==> src/rtl/wdg_pkg.sv <==
package wdg_pkg;
    localparam int CNT_W  = 16;
    localparam int PW_W   = 8;
    localparam int STG_W  = 3;
    localparam int N_ACT  = 3;
    localparam int N_FLAG = 5;
    localparam int AW     = 3;

    localparam logic [STG_W-1:0] STG_PWR = 3'd4;

    localparam logic [AW-1:0] A_CFG   = 3'd0;
    localparam logic [AW-1:0] A_TMO   = 3'd1;
    localparam logic [AW-1:0] A_PW    = 3'd2;
    localparam logic [AW-1:0] A_HOLD  = 3'd3;
    localparam logic [AW-1:0] A_GRACE = 3'd4;
    localparam logic [AW-1:0] A_FLAGS = 3'd5;
    localparam logic [AW-1:0] A_CODE  = 3'd6;
    localparam logic [AW-1:0] A_STAGE = 3'd7;

    typedef enum logic [1:0] {PH_IDLE, PH_WIN, PH_OFF, PH_GRACE} phase_e;
    typedef enum logic [1:0] {TB_CLK, TB_MS, TB_SEC, TB_MIN} tbase_e;

    typedef struct packed {
        phase_e             phase;
        logic [STG_W-1:0]   stage;
        logic [STG_W-1:0]   code;
        logic [CNT_W-1:0]   cnt;
        logic               ack_seen;
        logic               chal;
        logic [N_ACT-1:0]   fire;
        logic [N_FLAG-1:0]  flag_set;
    } core_st_t;

    // last count index of an interval, with a lower bound on the interval
    function automatic logic [CNT_W-1:0] last_idx(input logic [CNT_W-1:0] v,
                                                   input logic [CNT_W-1:0] lo);
        return ((v < lo) ? lo : v) - 1'b1;
    endfunction
endpackage

==> src/rtl/wdg_timebase.sv <==
module wdg_timebase
    import wdg_pkg::*;
#(
    parameter int CLK_PER_MS = 50000,
    parameter int MS_PER_S   = 1000,
    parameter int S_PER_MIN  = 60
) (
    input  logic   clk,
    input  logic   rst_n,
    input  logic   clr,
    input  tbase_e sel,
    output logic   tick
);
    localparam int N_DIV = 3;
    localparam int CW    = 32;

    function automatic int div_of(input int i);
        case (i)
            0:       return CLK_PER_MS;
            1:       return MS_PER_S;
            default: return S_PER_MIN;
        endcase
    endfunction

    logic [N_DIV:0] stg_tick;
    assign stg_tick[0] = 1'b1;

    generate
        for (genvar g = 0; g < N_DIV; g++) begin : g_div
            localparam logic [CW-1:0] LAST = CW'(div_of(g) - 1);
            logic [CW-1:0] cnt_d, cnt_q;
            logic          wrap;

            always_comb begin
                wrap  = stg_tick[g] && (cnt_q == LAST);
                cnt_d = cnt_q;
                if (clr)
                    cnt_d = '0;
                else if (stg_tick[g])
                    cnt_d = wrap ? '0 : cnt_q + 1'b1;
            end

            always_ff @(posedge clk or negedge rst_n) begin
                if (!rst_n) cnt_q <= '0;
                else        cnt_q <= cnt_d;
            end

            assign stg_tick[g+1] = wrap;
        end
    endgenerate

    assign tick = stg_tick[2'(sel)];
endmodule

==> src/rtl/wdg_pulse.sv <==
module wdg_pulse
    import wdg_pkg::*;
(
    input  logic            clk,
    input  logic            rst_n,
    input  logic            clr,
    input  logic            fire,
    input  logic [PW_W-1:0] width,
    output logic            pulse
);
    logic [PW_W-1:0] cnt_d, cnt_q;

    always_comb begin
        cnt_d = cnt_q;
        if (clr)
            cnt_d = '0;
        else if (fire)
            cnt_d = (width == '0) ? PW_W'(1) : width;
        else if (cnt_q != '0)
            cnt_d = cnt_q - 1'b1;
    end

    always_ff @(posedge clk or negedge rst_n) begin
        if (!rst_n) cnt_q <= '0;
        else        cnt_q <= cnt_d;
    end

    assign pulse = (cnt_q != '0);
endmodule

==> src/rtl/wdg_regs.sv <==
module wdg_regs
    import wdg_pkg::*;
#(
    parameter int               SEL_W     = 3,
    parameter logic [CNT_W-1:0] RST_TMO   = 16'd1000,
    parameter logic [PW_W-1:0]  RST_PW    = 8'd16,
    parameter logic [CNT_W-1:0] RST_HOLD  = 16'd100,
    parameter logic [CNT_W-1:0] RST_GRACE = 16'd50
) (
    input  logic              clk,
    input  logic              rst_n,
    input  logic              clr,
    input  logic              we,
    input  logic [AW-1:0]     addr,
    input  logic [CNT_W-1:0]  wdata,
    output logic [CNT_W-1:0]  rdata,
    input  logic [N_FLAG-1:0] flag_set,
    input  logic [STG_W-1:0]  code,
    input  logic [STG_W-1:0]  stage,
    output tbase_e            base,
    output logic [SEL_W-1:0]  line,
    output logic [CNT_W-1:0]  tmo,
    output logic [PW_W-1:0]   pw,
    output logic [CNT_W-1:0]  hold,
    output logic [CNT_W-1:0]  grace,
    output logic [N_FLAG-1:0] flags
);
    typedef struct packed {
        tbase_e             base;
        logic [SEL_W-1:0]   line;
        logic [CNT_W-1:0]   tmo;
        logic [PW_W-1:0]    pw;
        logic [CNT_W-1:0]   hold;
        logic [CNT_W-1:0]   grace;
        logic [N_FLAG-1:0]  flags;
    } reg_st_t;

    localparam reg_st_t REG_RST = '{
        base:  TB_CLK,
        line:  '0,
        tmo:   RST_TMO,
        pw:    RST_PW,
        hold:  RST_HOLD,
        grace: RST_GRACE,
        flags: '0
    };

    reg_st_t d, q;

    always_comb begin
        d = q;
        if (clr) begin
            d = REG_RST;
        end else begin
            if (we) begin
                case (addr)
                    A_CFG: begin
                        d.base = tbase_e'(wdata[1:0]);
                        d.line = wdata[2 +: SEL_W];
                    end
                    A_TMO:   d.tmo   = wdata;
                    A_PW:    d.pw    = wdata[PW_W-1:0];
                    A_HOLD:  d.hold  = wdata;
                    A_GRACE: d.grace = wdata;
                    A_FLAGS: d.flags = q.flags & ~wdata[N_FLAG-1:0];
                    default: ;
                endcase
            end
            d.flags = d.flags | flag_set;
        end
    end

    always_ff @(posedge clk or negedge rst_n) begin
        if (!rst_n) q <= REG_RST;
        else        q <= d;
    end

    always_comb begin
        rdata = '0;
        case (addr)
            A_CFG: begin
                rdata[1:0]         = q.base;
                rdata[2 +: SEL_W]  = q.line;
            end
            A_TMO:   rdata              = q.tmo;
            A_PW:    rdata[PW_W-1:0]    = q.pw;
            A_HOLD:  rdata              = q.hold;
            A_GRACE: rdata              = q.grace;
            A_FLAGS: rdata[N_FLAG-1:0]  = q.flags;
            A_CODE:  rdata[STG_W-1:0]   = code;
            A_STAGE: rdata[STG_W-1:0]   = stage;
            default: ;
        endcase
    end

    assign base  = q.base;
    assign line  = q.line;
    assign tmo   = q.tmo;
    assign pw    = q.pw;
    assign hold  = q.hold;
    assign grace = q.grace;
    assign flags = q.flags;
endmodule

==> src/rtl/wdg_core.sv <==
module wdg_core
    import wdg_pkg::*;
(
    input  logic              clk,
    input  logic              rst_n,
    input  logic              clr,
    input  logic              en,
    input  logic              tick,
    input  logic              ack,
    input  logic [CNT_W-1:0]  tmo,
    input  logic [CNT_W-1:0]  hold,
    input  logic [CNT_W-1:0]  grace,
    output logic              chal,
    output logic [N_ACT-1:0]  fire,
    output logic [N_FLAG-1:0] flag_set,
    output logic [STG_W-1:0]  stage,
    output logic [STG_W-1:0]  code,
    output logic              pwr_off
);
    localparam core_st_t CORE_RST = '{
        phase:    PH_IDLE,
        stage:    '0,
        code:     '0,
        cnt:      '0,
        ack_seen: 1'b0,
        chal:     1'b0,
        fire:     '0,
        flag_set: '0
    };

    core_st_t         d, q;
    logic [STG_W-1:0] nxt;
    logic [CNT_W-1:0] tmo_last, hold_last, grace_last;

    assign tmo_last   = last_idx(tmo,   CNT_W'(2));
    assign hold_last  = last_idx(hold,  CNT_W'(1));
    assign grace_last = last_idx(grace, CNT_W'(1));

    always_comb begin
        d          = q;
        d.chal     = 1'b0;
        d.fire     = '0;
        d.flag_set = '0;
        nxt        = q.stage;
        if (clr) begin
            d = CORE_RST;
        end else if (!en) begin
            d.phase    = PH_IDLE;
            d.stage    = '0;
            d.cnt      = '0;
            d.ack_seen = 1'b0;
        end else begin
            case (q.phase)
                PH_IDLE: begin
                    d.phase    = PH_WIN;
                    d.cnt      = '0;
                    d.ack_seen = 1'b0;
                    d.chal     = 1'b1;
                end
                PH_WIN: begin
                    if (ack) d.ack_seen = 1'b1;
                    if (tick) begin
                        if (q.cnt >= tmo_last) begin
                            d.cnt      = '0;
                            d.ack_seen = 1'b0;
                            if (q.ack_seen || ack) begin
                                if (q.stage != '0) d.flag_set[q.stage] = 1'b1;
                                d.stage = '0;
                                d.chal  = 1'b1;
                            end else begin
                                d.flag_set[0] = 1'b1;
                                nxt     = (q.stage == STG_PWR) ? STG_W'(1) : q.stage + 1'b1;
                                d.stage = nxt;
                                d.code  = nxt;
                                if (nxt == STG_PWR) begin
                                    d.phase = PH_OFF;
                                end else begin
                                    d.fire[2'(nxt - 1'b1)] = 1'b1;
                                    d.chal = 1'b1;
                                end
                            end
                        end else begin
                            d.cnt = q.cnt + 1'b1;
                        end
                    end
                end
                PH_OFF: begin
                    if (tick) begin
                        if (q.cnt >= hold_last) begin
                            d.phase = PH_GRACE;
                            d.cnt   = '0;
                        end else begin
                            d.cnt = q.cnt + 1'b1;
                        end
                    end
                end
                PH_GRACE: begin
                    if (tick) begin
                        if (q.cnt >= grace_last) begin
                            d.phase    = PH_WIN;
                            d.cnt      = '0;
                            d.ack_seen = 1'b0;
                            d.chal     = 1'b1;
                        end else begin
                            d.cnt = q.cnt + 1'b1;
                        end
                    end
                end
                default: d = CORE_RST;
            endcase
        end
    end

    always_ff @(posedge clk or negedge rst_n) begin
        if (!rst_n) q <= CORE_RST;
        else        q <= d;
    end

    assign chal     = q.chal;
    assign fire     = q.fire;
    assign flag_set = q.flag_set;
    assign stage    = q.stage;
    assign code     = q.code;
    assign pwr_off  = (q.phase == PH_OFF);
endmodule

==> src/rtl/esc_watchdog.sv <==
module esc_watchdog
    import wdg_pkg::*;
#(
    parameter int               NUM_IRQ    = 8,
    parameter int               CLK_PER_MS = 50000,
    parameter int               MS_PER_S   = 1000,
    parameter int               S_PER_MIN  = 60,
    parameter logic [CNT_W-1:0] RST_TMO    = 16'd1000,
    parameter logic [PW_W-1:0]  RST_PW     = 8'd16,
    parameter logic [CNT_W-1:0] RST_HOLD   = 16'd100,
    parameter logic [CNT_W-1:0] RST_GRACE  = 16'd50
) (
    input  logic               clk,
    input  logic               rst_n,
    input  logic               ext_clr,
    input  logic               ext_en,
    input  logic               host_ack,
    input  logic               reg_we,
    input  logic [2:0]         reg_addr,
    input  logic [15:0]        reg_wdata,
    output logic [15:0]        reg_rdata,
    output logic               host_chal,
    output logic [NUM_IRQ-1:0] host_irq,
    output logic               reboot_req,
    output logic               hw_reset,
    output logic               pwr_cut
);
    localparam int SEL_W = (NUM_IRQ > 1) ? $clog2(NUM_IRQ) : 1;

    tbase_e            base;
    logic [SEL_W-1:0]  irq_line;
    logic [CNT_W-1:0]  tmo, hold, grace;
    logic [PW_W-1:0]   pw;
    logic [N_FLAG-1:0] flags_w, flag_set;
    logic [STG_W-1:0]  stage_w, code_w;
    logic [N_ACT-1:0]  act_fire, act_pulse;
    logic              tick;
    logic              quiet;

    assign quiet = ext_clr || !ext_en;

    wdg_timebase #(
        .CLK_PER_MS (CLK_PER_MS),
        .MS_PER_S   (MS_PER_S),
        .S_PER_MIN  (S_PER_MIN)
    ) u_tb (
        .clk   (clk),
        .rst_n (rst_n),
        .clr   (ext_clr),
        .sel   (base),
        .tick  (tick)
    );

    wdg_regs #(
        .SEL_W     (SEL_W),
        .RST_TMO   (RST_TMO),
        .RST_PW    (RST_PW),
        .RST_HOLD  (RST_HOLD),
        .RST_GRACE (RST_GRACE)
    ) u_regs (
        .clk      (clk),
        .rst_n    (rst_n),
        .clr      (ext_clr),
        .we       (reg_we),
        .addr     (reg_addr),
        .wdata    (reg_wdata),
        .rdata    (reg_rdata),
        .flag_set (flag_set),
        .code     (code_w),
        .stage    (stage_w),
        .base     (base),
        .line     (irq_line),
        .tmo      (tmo),
        .pw       (pw),
        .hold     (hold),
        .grace    (grace),
        .flags    (flags_w)
    );

    wdg_core u_core (
        .clk      (clk),
        .rst_n    (rst_n),
        .clr      (ext_clr),
        .en       (ext_en),
        .tick     (tick),
        .ack      (host_ack),
        .tmo      (tmo),
        .hold     (hold),
        .grace    (grace),
        .chal     (host_chal),
        .fire     (act_fire),
        .flag_set (flag_set),
        .stage    (stage_w),
        .code     (code_w),
        .pwr_off  (pwr_cut)
    );

    generate
        for (genvar a = 0; a < N_ACT; a++) begin : g_act
            wdg_pulse u_pulse (
                .clk   (clk),
                .rst_n (rst_n),
                .clr   (quiet),
                .fire  (act_fire[a]),
                .width (pw),
                .pulse (act_pulse[a])
            );
        end
        for (genvar i = 0; i < NUM_IRQ; i++) begin : g_irq
            assign host_irq[i] = act_pulse[0] && (irq_line == SEL_W'(i));
        end
    endgenerate

    assign reboot_req = act_pulse[1];
    assign hw_reset   = act_pulse[2];
endmodule

==> config.mk <==
export PLATFORM = sky130hd
export DESIGN_NAME = esc_watchdog
export DESIGN_NICKNAME = d
export VERILOG_FILES = /design/src/rtl/wdg_pkg.sv /design/src/rtl/wdg_timebase.sv /design/src/rtl/wdg_pulse.sv /design/src/rtl/wdg_regs.sv /design/src/rtl/wdg_core.sv /design/src/rtl/esc_watchdog.sv
export SDC_FILE = /design/constraint.sdc
export NUM_CORES = 1
export LEC_CHECK = 0
export ABC_AREA = 1
export BUFFER_PORTS_ARGS = -buffer_cell sky130_fd_sc_hd__buf_2
export CORE_UTILIZATION = 55
export CTS_CLUSTER_SIZE = 14
export DETAILED_ROUTE_END_ITERATION = 10
export PLACE_DENSITY = 0.77
export SYNTH_ARGS = -nofsm -noshare
export SYNTH_HDL_FRONTEND = slang
export SYNTH_SLANG_ARGS = --single-unit
export TNS_END_PERCENT = 50
==> constraint.sdc <==
create_clock -name clk -period 10.13 [get_ports clk]
set_clock_uncertainty 0.1 [all_clocks]
set_input_delay 0.5065 -clock clk [delete_from_list [all_inputs] [get_ports clk]]
set_output_delay 0.5065 -clock clk [all_outputs]
set_load 0.02 [all_outputs]
==> results.yml, run 1 <==
status:
  status: "completed"
cells_and_area:
  drive_above_1_share_pct: 8.425
  fin_area_sq_um: 15610
  num-nets-final: 2077
  antenna_cells: 0
  area_growth_pct: 10.03
route:
  drc: 0
  vias: 13420
  totalWireLength_microns: 38110
  drt-initial-drc-count: 1319
  ant_nets: 0
  drt_pass1_iterations: 6
  vias_per_cell: 5.744
  avgRoutedWirePerCell_microns: 16.31
job:
  cap_violations: 0
yosys:
  synthArstFlopShare_pct: 100.0
  yosysUniqueCellTypes: 56
  synth_edf_count: 0
  yosysMostFrequentCell: "nand2_1"
  syn-instance-count: 1938
  ys_seq_area_share_pct: 38.92
  synth.top_cell.area_share_pct: 36.51
  syn_nets: 2027
  yosysWarningCount: 0
  syn_avg_cell_area_sq_um: 7.320
  synth_area_sq_um: 14190
  synth_top_cell_by_area: "dfrtp_1"
  synth_common_cells: "389 x nand2_1, 304 x nor2_1, 243 x inv_1"
  synth_top_flop_cell: "dfrtp_1"
  ys_seq_elements: 220
  synthTopCellsByArea: "dfrtp_1 37%, nand2_1 10%, nor2_1 8.0%, inv_1 6.4%, ha_1 5.6%"
setup_path:
  end_kind: "register"
  rrSetupSlack_ns: 5.84
  r2r.worst_path.cells: 23
  crit_fanout: 16
  critPathLaunchType: "register"
  critPathMaxStageDelay_ns: 0.55
  slowest_stage: "dfstp_2"
  critPathKind: "register to register"
  r2r-start: "u_regs.hold[2]"
  path_cells: "inv_1 > nand2_1 > nor3_1 > nand3_1 > nand2_1 > inv_1 > ha_1 > inv_1 > nor2_1 > nand2_1 > nor3_1 > nand2_1 > nor3_1 > xor2_1 > inv_1 > ha_1 > nand2_1 > nor3_1 > nand3_1 > nand3_1 > nand3_4 > nand2_1 > nand2_1"
  timing.rr.end: "u_core.q[24]"
  critPathArrivalTime_ns: 4.60
  cp_common_cell: "nand2_1"
  required_ns: 10.44
clocking:
  cts_tree: "built"
  clk_latency_ns: 0.54
  cts_made_buffers: 25
  cts.sinks: 220
  h-tree-depth: 1
  cts-root-buf: "clkbuf_16"
  clockBufferDepth: 3
  post-cts-setup-buffers: 0
  clk_pin_slew_ns: 0.06
timing:
  fmax_mhz: 233.3
  timing.setup.tns_ns: 0
  slew-limit-headroom_pct: 36.57
  fin_crit_ns: 4.286
  setup_violations: 0
  rsz0062_at_grt: "no"
  post-route-period-util_pct: 42.31
  finalMaxSlewViolations: 0
  worst_pin_slew_ns: 0.9485
  hold_viol_final: 0
die:
  start_util_pct: 56.17
  dieArea_sq_um: 26440
  num_io_pins: 53
  die_w_microns: 162.6
  placementRows: 58
  fp.coreArea_sq_um: 25250
  die-height_microns: 162.6
placed_design:
  dp.final_hpwl_microns: 27700
  dpl_cell_area_sq_um: 14750
  placement.io_buffers: 52
  gp_congestion: 0.9664
pwr:
  peakVddDrop_uv: 169.4
  power_density_nw_per_um2: 158.6
  leakage_nw: 7.257
  p_total_mw: 2.475
global_route:
  grt_first_pass_wirelength_microns: 63090
  grt.total_usage_pct: 29.50
  grt_max_degree: 101
  grt_pass1_vias: 12650
  antenna_found_initial: 1
  overflow: 0
worst_hold_path:
  hold_start: "reg_wdata[7]"
  hold_path_depth: 3
  hold-path-endpoint: "u_regs.tmo[7]"
  hold_path_class: "primary input to register"
-- stage by stage --
stage	std cells	hold WS (ns)	worst slack [ns]	utilization [%]
floorplan	1938	0.1109	6.687	-
global placement	2290	0.3469	6.215	58.39
detailed placement	2290	0.3698	6.001	58.39
CTS	2336	0.1351	5.949	61.81
global route	2336	0.1516	5.484	61.81
finish	2336	0.1463	5.844	61.81
-- state kept, by name (all words and copies together) (netlist names) --
register             cells
u_regs.base              2
g_act.u_pulse.cnt_q     24
u_core.q                19
u_regs.grace            16
u_core.chal              1
u_regs.tmo              16
u_tb.g_div.cnt_q        96
u_core.stage             3
u_regs.line              3
u_core.flag_set          5
u_core.code              3
u_regs.pw                8
u_regs.hold             16
u_core.fire              3
u_regs.flags             5
-- cell type report --
cell class / count / area, sq um
flip-flops and latches: 220 / 5522
clock buffers: 37 / 730.7
clock inverters: 8 / 122.6
repair buffers: 63 / 355.3
inverters: 256 / 960.9
multi-input cells: 1422 / 7505
fillers: 2307 / 9646
well taps: 330 / 412.9
-- where the power goes --
| group | total, mW | switching, mW | internal (mW) |
|---|---|---|---|
| sequential | 0.973 | 0.0403 | 0.932 |
| clock | 0.947 | 0.373 | 0.574 |
| combinational | 0.555 | 0.365 | 0.190 |
-- worst max path at each step --
stage                     depth (start not counted)      endpoint      startpoint  slack (ns)
after floorplan                                  22  u_core.q[13]   u_regs.tmo[7]        6.69
after global placement                           23  u_core.q[21]  u_regs.hold[5]        6.21
after detailed placement                         23  u_core.q[23]  u_regs.hold[2]        6.00
after CTS                                        23  u_core.q[23]  u_regs.hold[2]        5.95
after global routing                             23  u_core.q[24]  u_regs.hold[2]        5.48
final                                            23  u_core.q[24]  u_regs.hold[2]        5.84
-- logic make-up after synthesis --
kind of cell	after synthesis	share of synthesized area (%)
AO/OA/AOI/OAI	310	12.60
XOR/XNOR	77	4.754
adder cells (fa/ha/maj)	64	5.645
buffers and inverters	296	8.176
flip-flops	220	38.92
multiplexers	3	0.2381
AND/OR/NAND/NOR	968	29.66
-- routing by layer --
layer / track usage (%) / vias to the layer above / part of all wire, %
met4: 9.091 / 0 / 2.9
met3: 4.507 / 74 / 8.0
li1: - / 6512 / -
met5: 0 / - / 0
met1: 41.34 / 6291 / 44
met2: 47.03 / 540 / 45
-- timing repair --
item / CTS / global route
hold buffers: 1 / 0
endpoints found under the hold margin: 89 / 0
gates resized for setup: 0 / 0
-- placed cells by master, fill, tap and decap left out, types with 11 or more instances in the layout --
master	Yosys	layout
nand2_1	389	389
nor2_1	304	304
inv_1	243	243
dfrtp_1	207	207
o21ai_0	107	107
a21oi_1	98	98
nand3_1	89	89
nor3_1	78	78
ha_1	64	64
xor2_1	62	62
buf_2	9	51
nand4_1	45	45
o22ai_1	26	26
clkbuf_16	0	25
nand2_2	17	17
a31oi_1	16	16
xnor2_1	15	15
dfstp_2	13	13
inv_2	11	11
-- critical path, delay by kind of cell, from the launching register on --
family	cells	cell delay, ns
simple gates	16	2.53
flops	1	0.55
fa+ha+maj	2	0.48
buf+inv	4	0.29
xor+xnor	1	0.21
(Power assumes the default switching activity.)
==> run 2, diff against run 1 <==
PLACE_DENSITY = 0.8   (was 0.77)
clock period = 3.47 ns   (was 10.13 ns; I/O delays follow)
==> run 2 against run 1 <==
  * Sequential cell count stayed put
  * Setup slack worse by 6.0 ns
  * Non-clock buffer count up 146
  * The flow now finishes with violations (negative setup slack)
  * Clock power grew to 3.0 times the previous value
  * Wire length rose by 9.5%
  * Global-route usage up 2.0 points
  * Largest cell class unchanged
==> results.yml, run 2 (synthesis results as in run 1) <==
status:
  status: "complete, but fails checks"
  violations: "negative setup slack"
setup_path:
  r2r-start: "u_regs.tmo[13]"
  timing.rr.end: "u_core.q[15]"
  required_ns: 3.78
  critPathLaunchType: "register"
  rrSetupSlack_ns: -0.17
  critPathArrivalTime_ns: 3.95
  r2r.worst_path.cells: 22
  critPathKind: "register to register"
  crit_fanout: 8
  end_kind: "register"
timing:
  setup_violations: 33
  post-route-period-util_pct: 105.0
  fmax_mhz: 274.5
  fin_crit_ns: 3.643
  slew-limit-headroom_pct: 43.89
  finalMaxSlewViolations: 0
  rsz0062_at_grt: "yes"
  hold_viol_final: 0
  worst_pin_slew_ns: 0.8416
  worst_slack_ns: -0.1728
route:
  drt_pass1_iterations: 7
  ant_nets: 0
  totalWireLength_microns: 41710
  vias: 14240
  drt-initial-drc-count: 1424
  avgRoutedWirePerCell_microns: 16.79
  drc: 0
  vias_per_cell: 5.730
cells_and_area:
  final_common_cell: "nand2_1"
  largest-register: "u_tb.g_div.cnt_q"
  num-nets-final: 2225
  finish.utilization_pct: 68.04
  fill_cells: 2032
  area_growth_pct: 21.12
  antenna_cells: 0
  top_regs: "u_tb.g_div.cnt_q x96, g_act.u_pulse.cnt_q x24, u_core.q x19"
  final_cell_mix: "371 x nand2_1, 288 x nor2_1, 240 x inv_1"
  drive_above_1_share_pct: 16.89
  largest_reg_flops: 96
die:
  num_io_pins: 53
  start_util_pct: 56.17
  fp.coreArea_sq_um: 25250
  placementRows: 58
  die-height_microns: 162.6
  die_w_microns: 162.6
  dieArea_sq_um: 26440
clocking:
  cts_tree: "built"
  clk_pin_slew_ns: 0.06
  clockBufferDepth: 3
  cts-root-buf: "clkbuf_16"
  cts_made_buffers: 26
  h-tree-depth: 1
  clk_latency_ns: 0.55
  cts.sinks: 220
global_route:
  antenna_found_initial: 0
  overflow: 0
  grt_first_pass_wirelength_microns: 67050
  grt.total_usage_pct: 31.49
  grt_max_degree: 107
  grt_pass1_vias: 13750
pwr:
  p_total_mw: 7.498
  leakage_nw: 8.098
  power_density_nw_per_um2: 436.4
  peakVddDrop_uv: 601.0
worst_hold_path:
  hold_start: "reg_addr[1]"
  hold_path_depth: 4
  hold_path_class: "primary input to register"
  hold-path-endpoint: "u_regs.base[1]"
job:
  cap_violations: 0
placed_design:
  dp.final_hpwl_microns: 29510
  gp_congestion: 0.9537
  placement.io_buffers: 52
-- run 2: worst max-delay path, cell delays in order (launching register included) --
cell     delay, ns
dfrtp_1       0.39
nor2_2        0.15
nand3_2       0.11
nor2_4        0.16
nand4_1       0.10
nand2_1       0.10
ha_2          0.18
nand4_1       0.15
nor2_2        0.21
buf_4         0.14
nand4_1       0.09
xor2_1        0.17
ha_1          0.29
nand2_2       0.08
nor4_4        0.27
buf_4         0.18
nand2_4       0.06
nand3_4       0.09
inv_2         0.06
nand3_4       0.09
nand3_4       0.19
nand2_4       0.11
nand2_2       0.06
-- run 2: worst max-delay path by stage --
stage                         startpoint  cells after the start            endpoint
after floorplan            u_regs.tmo[7]                     22        u_core.q[13]
after global placement    u_regs.tmo[13]                     23        u_core.q[21]
after detailed placement  u_regs.tmo[13]                     23        u_core.q[23]
after CTS                 u_regs.tmo[12]                     22  u_core.flag_set[3]
after global routing      u_regs.tmo[13]                     22  u_core.flag_set[3]
final                     u_regs.tmo[13]                     22        u_core.q[15]
-- run 2: per-stage QoR --
stage | hold slack (ns) | instances | area, sq um | setup TNS, ns | setup WS (ns)
4_1_cts | 0.02352 | 2478 | 16950 | -0.8505 | -0.06316
3_3_place_gp | 0.1691 | 2388 | 15510 | -2.157 | -0.1252
3_5_place_dp | 0.1728 | 2388 | 15510 | -9.953 | -0.3618
5_1_grt | 0.04075 | 2485 | 17180 | -12.30 | -0.4227
6_report | 0.04611 | 2485 | 17180 | -4.164 | -0.1728
2_1_floorplan | -0.2221 | 1938 | 14190 | 0 | 0.02669
-- run 2: power breakdown --
group	internal, mW	switching (mW)
clock network	1.76	1.12
logic	0.640	1.15
registers	2.72	0.111
total	5.12	2.38
-- run 2: layout make-up --
cell class / count / area, sq um / area share [%]
well taps: 330 / 412.9 / 2.403
multi-input cells: 1423 / 7843 / 45.64
inverters: 256 / 965.9 / 5.622
clock buffers: 41 / 817.0 / 4.755
flip-flops and latches: 220 / 5522 / 32.13
repair buffers: 209 / 1528 / 8.891
clock inverters: 6 / 95.09 / 0.5534
-- run 2: what timing repair did --
action	4_1_cts	5_1_grt
buffers inserted	22	8
gates cloned	1	0
resized for setup	40	45
hold endpoints to repair	143	0
setup endpoints to repair	34	34
pin swaps	31	30
hold buffers	20	0
-- run 2: layer usage --
metal  track usage, %  share of wire, %  vias to the layer above
met5                0                 0                        -
met4            11.64               3.6                        0
met3            4.762               7.7                      121
met2            51.18                46                      593
met1            42.55                43                     6726
li1                 -                 -                     6798
==> run 3, diff against run 2 <==
CORE_ASPECT_RATIO = 0.5   (was default)
MAX_ROUTING_LAYER = met4   (was default)
==> run 3 against run 2 <==
  * The run ends with design-rule violations, negative setup slack left
  * Clock-buffer cell count shrank 11
  * Combinational power is essentially flat
  * Cell area shrank 1.4%
  * Via count shrank 1.0%
  * Largest cell class unchanged
  * Sequential share of layout area grew 0.46 points
  * Clock power shrank 6.9%
  * Non-clock buffer count shrank 25
  * Maximum frequency grew 2.0%
  * Highest routed layer unchanged
  * Register-to-register slack gained 0.07 ns
  * Wire length shrank 0.85%
  * Critical path depth shrank 1
==> results.yml, run 3 (synthesis results as in run 1) <==
pwr:
  peakVddDrop_uv: 430.9
  p_switching_mw: 2.324
  internal_power_mw: 4.950
  combPwrFrac_pct: 24.3
  leakage_nw: 7.913
  clkPwrFrac_pct: 36.8
  power_frac_seq_pct: 38.9
  swShare_pct: 31.95
  power_density_nw_per_um2: 429.4
die:
  placementRows: 41
  die_w_microns: 229.1
  die-height_microns: 115.6
  fp.coreArea_sq_um: 25240
  num_io_pins: 53
  start_util_pct: 56.21
  dieArea_sq_um: 26480
timing:
  fin_crit_ns: 3.571
  worst_pin_slew_ns: 0.8231
  slew-limit-headroom_pct: 44.41
  setup_violations: 28
  rsz0062_at_grt: "yes"
  hold_viol_final: 0
  finalMaxSlewViolations: 0
  worst_slack_ns: -0.1010
  post-route-period-util_pct: 102.9
  fmax_mhz: 280.0
placed_design:
  dpl_cell_area_sq_um: 15470
  gp_congestion: 1.011
  dp.final_hpwl_microns: 29180
  placed_cells: 2395
  placement.io_buffers: 52
  dp_slack_ns: -0.3314
route:
  ant_nets: 0
  drt-initial-drc-count: 1513
  vias_per_cell: 5.713
  drc: 2
  totalWireLength_microns: 41360
  drt_pass1_iterations: 9
  avgRoutedWirePerCell_microns: 16.76
  vias: 14090
setup_path:
  critPathArrivalTime_ns: 3.92
  timing.rr.end: "u_core.flag_set[3]"
  cp_common_cell: "nand2_1"
  end_kind: "register"
  critPathLaunchType: "register"
  path_cells: "nor2_2 > nand3_2 > nor2_4 > nand4_1 > nand2_1 > ha_2 > nand4_1 > nor2_2 > nand2_1 > buf_4 > xor2_1 > ha_1 > nand2_2 > nor4_4 > nand2_1 > nand3_2 > buf_6 > nand3_4 > inv_4 > nand2_4 > nor3_4"
  critPathMaxStageDelay_ns: 0.39
  slowest_stage: "dfrtp_1"
  r2r-start: "u_regs.tmo[13]"
  rrSetupSlack_ns: -0.10
  endpoint: "u_core.flag_set[3]"
  crit_fanout: 5
  required_ns: 3.82
  setup.worst_path.start: "u_regs.tmo[13]"
  critPathKind: "register to register"
  r2r.worst_path.cells: 21
clocking:
  clockBufferDepth: 3
  cts_made_buffers: 22
  cts_tree: "built"
  clk_pin_slew_ns: 0.07
  clk_latency_ns: 0.53
  cts.sinks: 220
  cts-root-buf: "clkbuf_16"
  h-tree-depth: 1
cells_and_area:
  drive_above_1_share_pct: 16.39
  final_cell_mix: "370 x nand2_1, 284 x nor2_1, 238 x inv_1"
  instances_no_fill: 2467
  fill_cells: 2166
  num-nets-final: 2196
  largest_reg_flops: 96
  final_common_cell: "nand2_1"
  fin_area_sq_um: 16940
  largest-register: "u_tb.g_div.cnt_q"
  top_regs: "u_tb.g_div.cnt_q x96, g_act.u_pulse.cnt_q x24, u_core.q x19"
  antenna_cells: 0
  area_growth_pct: 19.41
worst_hold_path:
  hold_path_class: "primary input to register"
  hold_path_depth: 4
global_route:
  antenna_found_initial: 0
  grt_pass1_vias: 13180
  grt_max_degree: 89
  grt.total_usage_pct: 31.96
  overflow: 0
  grt_first_pass_wirelength_microns: 65540
status:
  violations: "design-rule violations, negative setup slack"
  status: "complete, but fails checks"
job:
  cap_violations: 0
==> run 3: cell types whose count changed in the layout (fill, tap and decap cells not counted), moves of 3 or more <==
cell	delta
buf_4	-26
nand3_2	+4
clkinv_2	+3
nand3_1	-3
nor2_2	+3
clkbuf_16	-3
nor2_1	-4
clkbuf_8	-7
nand2_2	+3
==> run 3: layout make-up <==
class	instances	area, sq um	share of cell area (%)
tap	344	430.4	2.541
sequential	220	5522	32.59
timing repair buffer	184	1345	7.940
multi-input combinational	1423	7885	46.55
clock inverter	10	152.6	0.9011
inverter	256	963.4	5.687
clock buffer	30	641.9	3.789
==> run 3: per-stage QoR <==
stage / total power [mW] / TNS, ns / util, % / hold slack, ns
6_report: 7.274 / -1.029 / 67.12 / 0.02024
3_3_place_gp: 4.499 / -2.856 / 61.30 / 0.1376
2_1_floorplan: 4.043 / 0 / - / -0.2221
3_5_place_dp: 4.546 / -6.480 / 61.30 / 0.1434
4_1_cts: 7.253 / 0 / 65.86 / 0.006911
5_1_grt: 7.626 / -6.979 / 67.12 / 0.03776
==> run 3: routing by layer <==
metal,GRT usage [%],wire length [microns]
met5,-,0
met4,11.11,1409
met3,4.872,3062
met2,52.44,19410
met1,40.76,17470
==> run 3: power groups by stage <==
| stage | registers (mW) | logic, mW | clock network, mW |
|---|---|---|---|
| detailed placement | 2.87 | 1.68 | 0 |
| global route | 2.84 | 1.97 | 2.81 |
| CTS | 2.82 | 1.73 | 2.70 |
| finish | 2.83 | 1.77 | 2.68 |
| global placement | 2.86 | 1.64 | 0 |
| floorplan | 2.85 | 1.19 | 0 |
==> run 3: critical path: cells and delay by family (launching register included) <==
kind                     cells  cell delay [ns]
flip-flops                   1             0.39
buffers and inverters        3             0.38
adder cells (fa/ha/maj)      2             0.48
AND/OR/NAND/NOR             15             2.01
XOR/XNOR                     1             0.13
==> run 3: worst min-delay path by stage <==
stage | start | endpoint | slack (ns)
floorplan | rst_n | g_act[0].u_pulse.cnt_q[0] | -0.22
global route | reg_addr[2] | u_regs.line[1] | 0.04
finish | reg_addr[2] | u_regs.line[1] | 0.02
global placement | rst_n | g_act[0].u_pulse.cnt_q[7] | 0.14
CTS | reg_addr[2] | u_regs.line[1] | 0.007
detailed placement | rst_n | g_act[0].u_pulse.cnt_q[7] | 0.14
==> run 3: repair_timing <==
item                                    in CTS  in global routing
endpoints found under the setup margin      32                 34
endpoints found under the hold margin      132                  0
cloned                                       1                  0
hold buffers                                19                  0
resized for setup                           30                 68
pin swaps                                   31                 47
setup buffers                                6                  6
